===== src/rtl/sx_pkg.sv =====
package sx_pkg;
  typedef enum logic [1:0] {
    SX_OP_BYTE = 2'd0,
    SX_OP_HALF = 2'd1,
    SX_OP_WORD = 2'd2,
    SX_OP_RSVD = 2'd3
  } sx_op_e;

  // fixed field widths used by the legacy interpretation
  localparam int unsigned SX_FIX_BYTE = 8;
  localparam int unsigned SX_FIX_HALF = 16;
  localparam int unsigned SX_FIX_WORD = 32;
endpackage


===== src/rtl/sx_sign_pos.sv =====
module sx_sign_pos #(
  parameter int unsigned XLEN = 32,
  localparam int unsigned PW = $clog2(XLEN)
) (
  input  sx_pkg::sx_op_e op,
  input  logic           legacy,
  output logic [PW-1:0]  sign_pos,
  output logic           illegal
);
  import sx_pkg::*;

  localparam int unsigned TOP = XLEN - 1;
  // scaled field MSB positions
  localparam int unsigned SC_B = XLEN / 8 - 1;
  localparam int unsigned SC_H = XLEN / 4 - 1;
  localparam int unsigned SC_W = XLEN / 2 - 1;
  // legacy field MSB positions, clamped to the top bit (no-op or truncation)
  localparam int unsigned LG_B = (SX_FIX_BYTE < XLEN) ? SX_FIX_BYTE - 1 : TOP;
  localparam int unsigned LG_H = (SX_FIX_HALF < XLEN) ? SX_FIX_HALF - 1 : TOP;
  localparam int unsigned LG_W = (SX_FIX_WORD < XLEN) ? SX_FIX_WORD - 1 : TOP;

  always_comb begin
    illegal  = 1'b0;
    sign_pos = PW'(TOP);
    unique case (op)
      SX_OP_BYTE: sign_pos = legacy ? PW'(LG_B) : PW'(SC_B);
      SX_OP_HALF: sign_pos = legacy ? PW'(LG_H) : PW'(SC_H);
      SX_OP_WORD: sign_pos = legacy ? PW'(LG_W) : PW'(SC_W);
      SX_OP_RSVD: begin
        sign_pos = PW'(TOP);
        illegal  = 1'b1;
      end
    endcase
  end
endmodule


===== src/rtl/sx_extend.sv =====
module sx_extend #(
  parameter int unsigned XLEN = 32,
  localparam int unsigned PW = $clog2(XLEN)
) (
  input  logic [XLEN-1:0] operand,
  input  logic [PW-1:0]   sign_pos,
  output logic [XLEN-1:0] result
);
  logic sign_bit;
  assign sign_bit = operand[sign_pos];

  for (genvar i = 0; i < XLEN; i++) begin : g_bit
    assign result[i] = (PW'(i) <= sign_pos) ? operand[i] : sign_bit;
  end
endmodule


===== src/rtl/sx_scaled_ext.sv =====
module sx_scaled_ext #(
  parameter int unsigned XLEN = 32
) (
  input  logic            clk,
  input  logic            rst_n,
  input  logic            in_valid,
  input  logic [1:0]      in_op,
  input  logic            in_legacy,
  input  logic [XLEN-1:0] in_operand,
  output logic            out_valid,
  output logic [XLEN-1:0] out_result,
  output logic            out_illegal
);
  import sx_pkg::*;

  localparam int unsigned PW = $clog2(XLEN);
  localparam int unsigned FB = XLEN / 8;
  localparam int unsigned FH = XLEN / 4;
  localparam int unsigned FW = XLEN / 2;

  initial begin
    if (!(XLEN == 8 || XLEN == 16 || XLEN == 32 || XLEN == 64))
      $error("sx_scaled_ext: XLEN must be 8, 16, 32 or 64");
  end

  // reset: asserted asynchronously, released after two clock edges
  logic [1:0] rst_q;
  logic       rst_ok;
  always_ff @(posedge clk or negedge rst_n) begin
    if (!rst_n) rst_q <= 2'b00;
    else        rst_q <= {rst_q[0], 1'b1};
  end
  assign rst_ok = rst_q[1];

  logic [PW-1:0]   sign_pos;
  logic            illegal_c;
  logic [XLEN-1:0] ext_c;

  sx_sign_pos #(.XLEN(XLEN)) u_pos (
    .op       (sx_op_e'(in_op)),
    .legacy   (in_legacy),
    .sign_pos (sign_pos),
    .illegal  (illegal_c)
  );

  sx_extend #(.XLEN(XLEN)) u_ext (
    .operand  (in_operand),
    .sign_pos (sign_pos),
    .result   (ext_c)
  );

  // next-state logic
  logic            valid_d;
  logic [XLEN-1:0] result_d;
  logic            illegal_d;
  always_comb begin
    valid_d   = in_valid;
    result_d  = out_result;
    illegal_d = out_illegal;
    if (in_valid) begin
      result_d  = ext_c;
      illegal_d = illegal_c;
    end
  end

  // registers
  always_ff @(posedge clk or negedge rst_ok) begin
    if (!rst_ok) begin
      out_valid   <= 1'b0;
      out_result  <= '0;
      out_illegal <= 1'b0;
    end else begin
      out_valid   <= valid_d;
      out_result  <= result_d;
      out_illegal <= illegal_d;
    end
  end


  a_r8_valid_follows: assert property (@(posedge clk) disable iff (!rst_ok)
    in_valid |=> out_valid);
  a_r8_no_spurious: assert property (@(posedge clk) disable iff (!rst_ok)
    !in_valid |=> !out_valid);

  a_r9_hold: assert property (@(posedge clk) disable iff (!rst_ok)
    !in_valid |=> ($stable(out_result) && $stable(out_illegal)));

  a_r7_reserved_pass: assert property (@(posedge clk) disable iff (!rst_ok)
    (in_valid && in_op == 2'd3) |=> (out_illegal && out_result == $past(in_operand)));
  a_r7_legal_clear: assert property (@(posedge clk) disable iff (!rst_ok)
    (in_valid && in_op != 2'd3) |=> !out_illegal);

  a_r1_byte_field: assert property (@(posedge clk) disable iff (!rst_ok)
    (in_valid && in_op == 2'd0 && !in_legacy) |=>
      (out_result[FB-1:0] == $past(in_operand[FB-1:0]) &&
       ((&out_result[XLEN-1:FB-1]) || !(|out_result[XLEN-1:FB-1]))));

  a_r2_half_field: assert property (@(posedge clk) disable iff (!rst_ok)
    (in_valid && in_op == 2'd1 && !in_legacy) |=>
      (out_result[FH-1:0] == $past(in_operand[FH-1:0]) &&
       ((&out_result[XLEN-1:FH-1]) || !(|out_result[XLEN-1:FH-1]))));

  a_r3_word_field: assert property (@(posedge clk) disable iff (!rst_ok)
    (in_valid && in_op == 2'd2 && !in_legacy) |=>
      (out_result[FW-1:0] == $past(in_operand[FW-1:0]) &&
       ((&out_result[XLEN-1:FW-1]) || !(|out_result[XLEN-1:FW-1]))));

  a_r10_reset_idle: assert property (@(posedge clk) !rst_ok |-> !out_valid);
endmodule


===== config.mk =====
export PLATFORM = sky130hd
export DESIGN_NAME = sx_scaled_ext
export DESIGN_NICKNAME = d
export VERILOG_FILES = /design/src/rtl/sx_pkg.sv /design/src/rtl/sx_sign_pos.sv /design/src/rtl/sx_extend.sv /design/src/rtl/sx_scaled_ext.sv
export SDC_FILE = /design/constraint.sdc
export NUM_CORES = 1
export LEC_CHECK = 0
export BUFFER_PORTS_ARGS = -buffer_cell sky130_fd_sc_hd__buf_2
export CORE_MARGIN = 5
export CORE_UTILIZATION = 34
export DETAILED_ROUTE_END_ITERATION = 10
export MAX_ROUTING_LAYER = met4
export PLACE_DENSITY = 0.6
export REMOVE_ABC_BUFFERS = 1
export SETUP_SLACK_MARGIN = 0.02
export SYNTH_ARGS = -nofsm -noshare
export SYNTH_HDL_FRONTEND = slang
export SYNTH_SLANG_ARGS = --single-unit

===== constraint.sdc =====
create_clock -name clk -period 1 [get_ports clk]
set_input_delay 0.1 -clock clk [delete_from_list [all_inputs] [get_ports clk]]
set_output_delay 0.1 -clock clk [all_outputs]
set_load 0.01 [all_outputs]

**Yosys cells after proc, flatten, opt, wreduce, memory -nomap -nowiden**

Cells that the tools add are included.

- Register bits: 36
- Input port bits: 38
- Output and inout bits: 34
- Word-level logic and storage cells: 80

- $lt $le $gt $ge: 33
- Equal/unequal tests: 3
- Multiplexer cells: 39
- Reductions and logical operators: 1

Operators with widths:

| kind | number |
|---|---|
| less-or-equal comparator 5 bit (first input constant) | 16 |
| less-or-equal comparator 4 x 5 -> 1 bit (first input constant) | 8 |
| two-way mux 1 bit | 34 |
| less-or-equal comparator 3 x 5 -> 1 bit (first input constant) | 4 |
| one-hot mux 5 bit (4 select lines) | 1 |
| less-or-equal comparator 1 x 5 -> 1 bit (first input constant) | 2 |
| less-or-equal comparator 2 x 5 -> 1 bit (first input constant) | 2 |
| less-than comparator 5 x 6 -> 1 bit (second input constant) | 1 |
| binary-select mux 1 bit (select 5 bit) | 1 |
| two-way mux 5 bit | 1 |
| equality test 2 bit (second input constant) | 2 |
| two-way mux 4 bit | 1 |
| two-way mux 3 bit | 1 |
| equality test 2 x 1 -> 1 bit (second input constant) | 1 |
| logical NOT 2 bit | 1 |

**Logic depth before layout (Yosys ltp)**

- Word-level depth: 5
- Mapped depth: 6
- Depth with buffers taken out: 3

**By module**

A second synthesis with hierarchy kept.

- Cell total of the unflattened synthesis: 213
- Area total of the unflattened synthesis: 2496.1 um^2

Modules (own cells, without submodules):

| module | instances | cells each | area an instance (um^2) | sequential area each (um^2) |
|---|---|---|---|---|
| sx_scaled_ext | 1 | 74 | 1460.2 | 900.9 |
| sx_extend | 1 | 132 | 987.2 | 0.0 |
| sx_sign_pos | 1 | 7 | 48.8 | 0.0 |

**Least setup slack after synthesis**

Ideal clock, no wire load.

- Path kind: in2reg
- From: input port in_op[0]
- To: register out_result[18]
- Setup time: 0.141 ns
- Arrival: 0.962 ns
- Data required time: 0.859 ns
- Setup slack: -0.104 ns
- Stages: 5
- Path buffers: 2
- Path through: buf_6 -> or3b_4 -> o22ai_4 -> buf_6 -> a211oi_1

- Word-level cells in the longest chain between the ends: 5
- Elaborated cells on any way between the ends: 9
- Classes of those cells: order compare (1); eq/ne (3); mux (4); reduce/logical (1)

RTL lines:

| element | line | text |
|---|---|---|
| start, declared | sx_scaled_ext.sv:7 | `input logic [1:0] in_op,` |
| equality test 2 bit, or another cell as far along | sx_sign_pos.sv:25 | `unique case (op)` |
| one-hot mux 5 bit (4 select lines) * | sx_sign_pos.sv:25 |  |
| binary-select mux 1 bit (select 5 bit) | sx_extend.sv:10 | `assign sign_bit = operand[sign_pos];` |
| two-way mux 1 bit (not written as such) | sx_extend.sv:10 |  |
| two-way mux 1 bit * | sx_extend.sv:13 | `assign result[i] = (PW'(i) <= sign_pos) ? operand[i] : sign_bit;` |
| end signal, assigned | sx_scaled_ext.sv:74 | `out_result <= result_d;` |
| end, declared | sx_scaled_ext.sv:11 | `output logic [XLEN-1:0] out_result,` |

Every way passes the cells marked *; elsewhere a longest branch is shown, timed or not. The select of a mux whose other input is x is not followed.
A chain may end at the register's enable or synchronous reset.

**Worst setup path in the final report**

- From: register out_result[28]
- To: output port out_result[28]

No word-level cell between the ends.

==> metrics <==
CTS H-Tree Depth=2; vias after detailed routing=1369; Hold Vio Cnt, Final=0; Final min period=0.932 ns; TritonCTS clock tree=done; Final HPWL DP=2830 um; Routed WL=3870 um; setup violators final=0; Die Area=0.00620 mm2; clock sink total=36; Inserted Diodes=0; Worst-path clk slew=0.08 ns; syn avg cell area=10.5 um2; leakage power=0.00106 uW; Hold Path Class=primary input to flip-flop; skew final=0.00842 ns; number of remaining DRC errors=0; first-pass GRT wire length=6290 um; CP Cell Sequence=buf_2; post-layout total power=3700 uW; post-layout util=47.4%; status=complete, no violations; Yosys reg bits=36; total gr overflow=0; Max Freq=1070 MHz; largest net degree at the start of global routing=35; layout cells sized above 1=43.2%; vias in the first global route=1323; multi-input logic area=622 um2; Synth area leaders=dfrtp_1 (56%), a211oi_1 (7.5%), nor2_1 (6.8%); Tot GR Track Use=13.3%; CP Data Arrival Time=0.83 ns; io pins=72; synthesized cell area=0.00161 mm2; DRT Pass-1 Iters=4; GPL Wtd Cong=0.722; DRT iter0 DRCs=59; Setup WS post-layout=0.0675 ns; Synth Instances=153; leading area contributor after synthesis=dfrtp_1; maximum VDD drop=771 uV; row count=25; Worst path max stage delay=0.40 ns; IO buf count=71; die height=78.7 um; Final ANT Viol Nets=0; Num CTS Buffers=5; Tcrit/Tclk final=93.2%; startpoint types=flip-flop; Setup crit end kind=output pin; YS warnings=0; Root Buffer=clkbuf_8; Yosys cell types=27; vias per inst=4.75; fill count=448; kind of cell adding the most delay to the critical path=flip-flops; worst slack at placement=-0.195 ns; clk buf depth=2; Final nets=271; register area=901 um2; P&R area growth vs syn=37.5%; critical path required time=0.90 ns; power per cell area=1680 mW/mm2; initial antenna violation count=0; Worst-Skew Late Latency=0.29 ns; RSZ-0062 raised after global routing=no; Worst Path Buf+Inv=1; PostCTS Resize Cnt=0; Synth top area share=56.1%; Core Area=0.00466 mm2; register area share after synthesis=56.1%; Die Width=78.7 um; crit path max fanout=2; crit path kind=flip-flop to output pin; Slowest cell on crit path=dfrtp_1; initial core utilization=34.4%; max capacitance violation total=0; Pins Over Slew Limit=0; wire per inst=13.4 um
what timing repair did:
item | CTS | global route
hold endpoints to repair | 2 | 0
buffers inserted | 0 | 0
hold buffers | 1 | 0
flip-flops by register name, indices dropped and copies added (netlist names):
name	cells
out_illegal	1
out_result	32
out_valid	1
rst_q	2
Yosys cell counts, drive strengths merged:
library cell	instances
dfrtp	36
nor2	29
nand2	24
a211oi	17
a21oi	16
buf	8
mux2	6
inv	3
clkbuf	2
a21o	1
a311oi	1
conb	1
nand3	1
nand3b	1
nor4b	1
o21ai	1
o22ai	1
or2	1
or3	1
or3b	1
xor2	1
area by class of cell:
| type | count | area share (%) |
|---|---|---|
| Sequential cell | 36 | 40.8 |
| Clock inverter | 2 | 1.59 |
| Tap cell | 54 | 3.06 |
| Multi-Input combinational cell | 104 | 28.2 |
| Timing Repair Buffer | 83 | 22.6 |
| Clock buffer | 6 | 3.29 |
| Inverter | 3 | 0.510 |
through the flow:
step | instance area [um2] | setup TNS [ns] | instances | hold slack (ns)
2_1_floorplan | 1530 | -2.57 | 143 | -0.196
3_3_place_gp | 2090 | -4.00 | 279 | -0.114
3_5_place_dp | 2090 | -4.42 | 279 | -0.113
4_1_cts | 2210 | 0 | 288 | 0.0306
5_1_grt | 2210 | 0 | 288 | 0.0301
6_report | 2210 | 0 | 288 | 0.0390
where the power goes:
group          total, uW  switching [uW]  internal (uW)  leakage, uW
clock network       1240             500            740    0.0000552
logic                740             393            347     0.000601
registers           1720            92.6           1630     0.000408
routing by layer:
| layer | GRT usage [%] | part of all wire (%) | up-vias |
|---|---|---|---|
| li1 | - | - | 675 |
| met1 | 17.5 | 46 | 646 |
| met2 | 19.4 | 47 | 43 |
| met3 | 3.29 | 5.9 | 5 |
| met4 | 5.77 | 1.5 | 0 |
| met5 | - | 0 | - |
placed cells by master (no fill, tap or decap), types with 3 or more instances in the layout:
master and count:
a211oi_1 16, a21oi_1 16, buf_12 4, buf_2 71, buf_4 7, clkbuf_8 5
dfrtp_1 36, inv_1 3, mux2_2 5, nand2_1 24, nor2_1 29
cells by family after synthesis:
| family | share of synthesized area, % |
|---|---|
| AO/OA/AOI/OAI | 17.4 |
| XOR/XNOR | 0.546 |
| buffers and inverters | 5.14 |
| flip-flops | 56.1 |
| multiplexers | 4.44 |
| other | 0.234 |
| AND/OR/NAND/NOR | 16.1 |
final timing paths:
kind	start	end	slack (ns)	cells past startpoint
hold / removal	in_operand[11]	out_result[11]	0.04	3
setup reg to reg	out_result[0]	out_result[0]	0.25	1
hold reg to reg	rst_q[1]	out_result[28]	0.22	1
min in group asynchronous	rst_n	rst_q[1]	0.12	2
setup / recovery	out_result[28]	out_result[28]	0.07	1
max in group asynchronous	rst_q[1]	out_valid	0.59	1
Power figures use the tool's default switching activity.
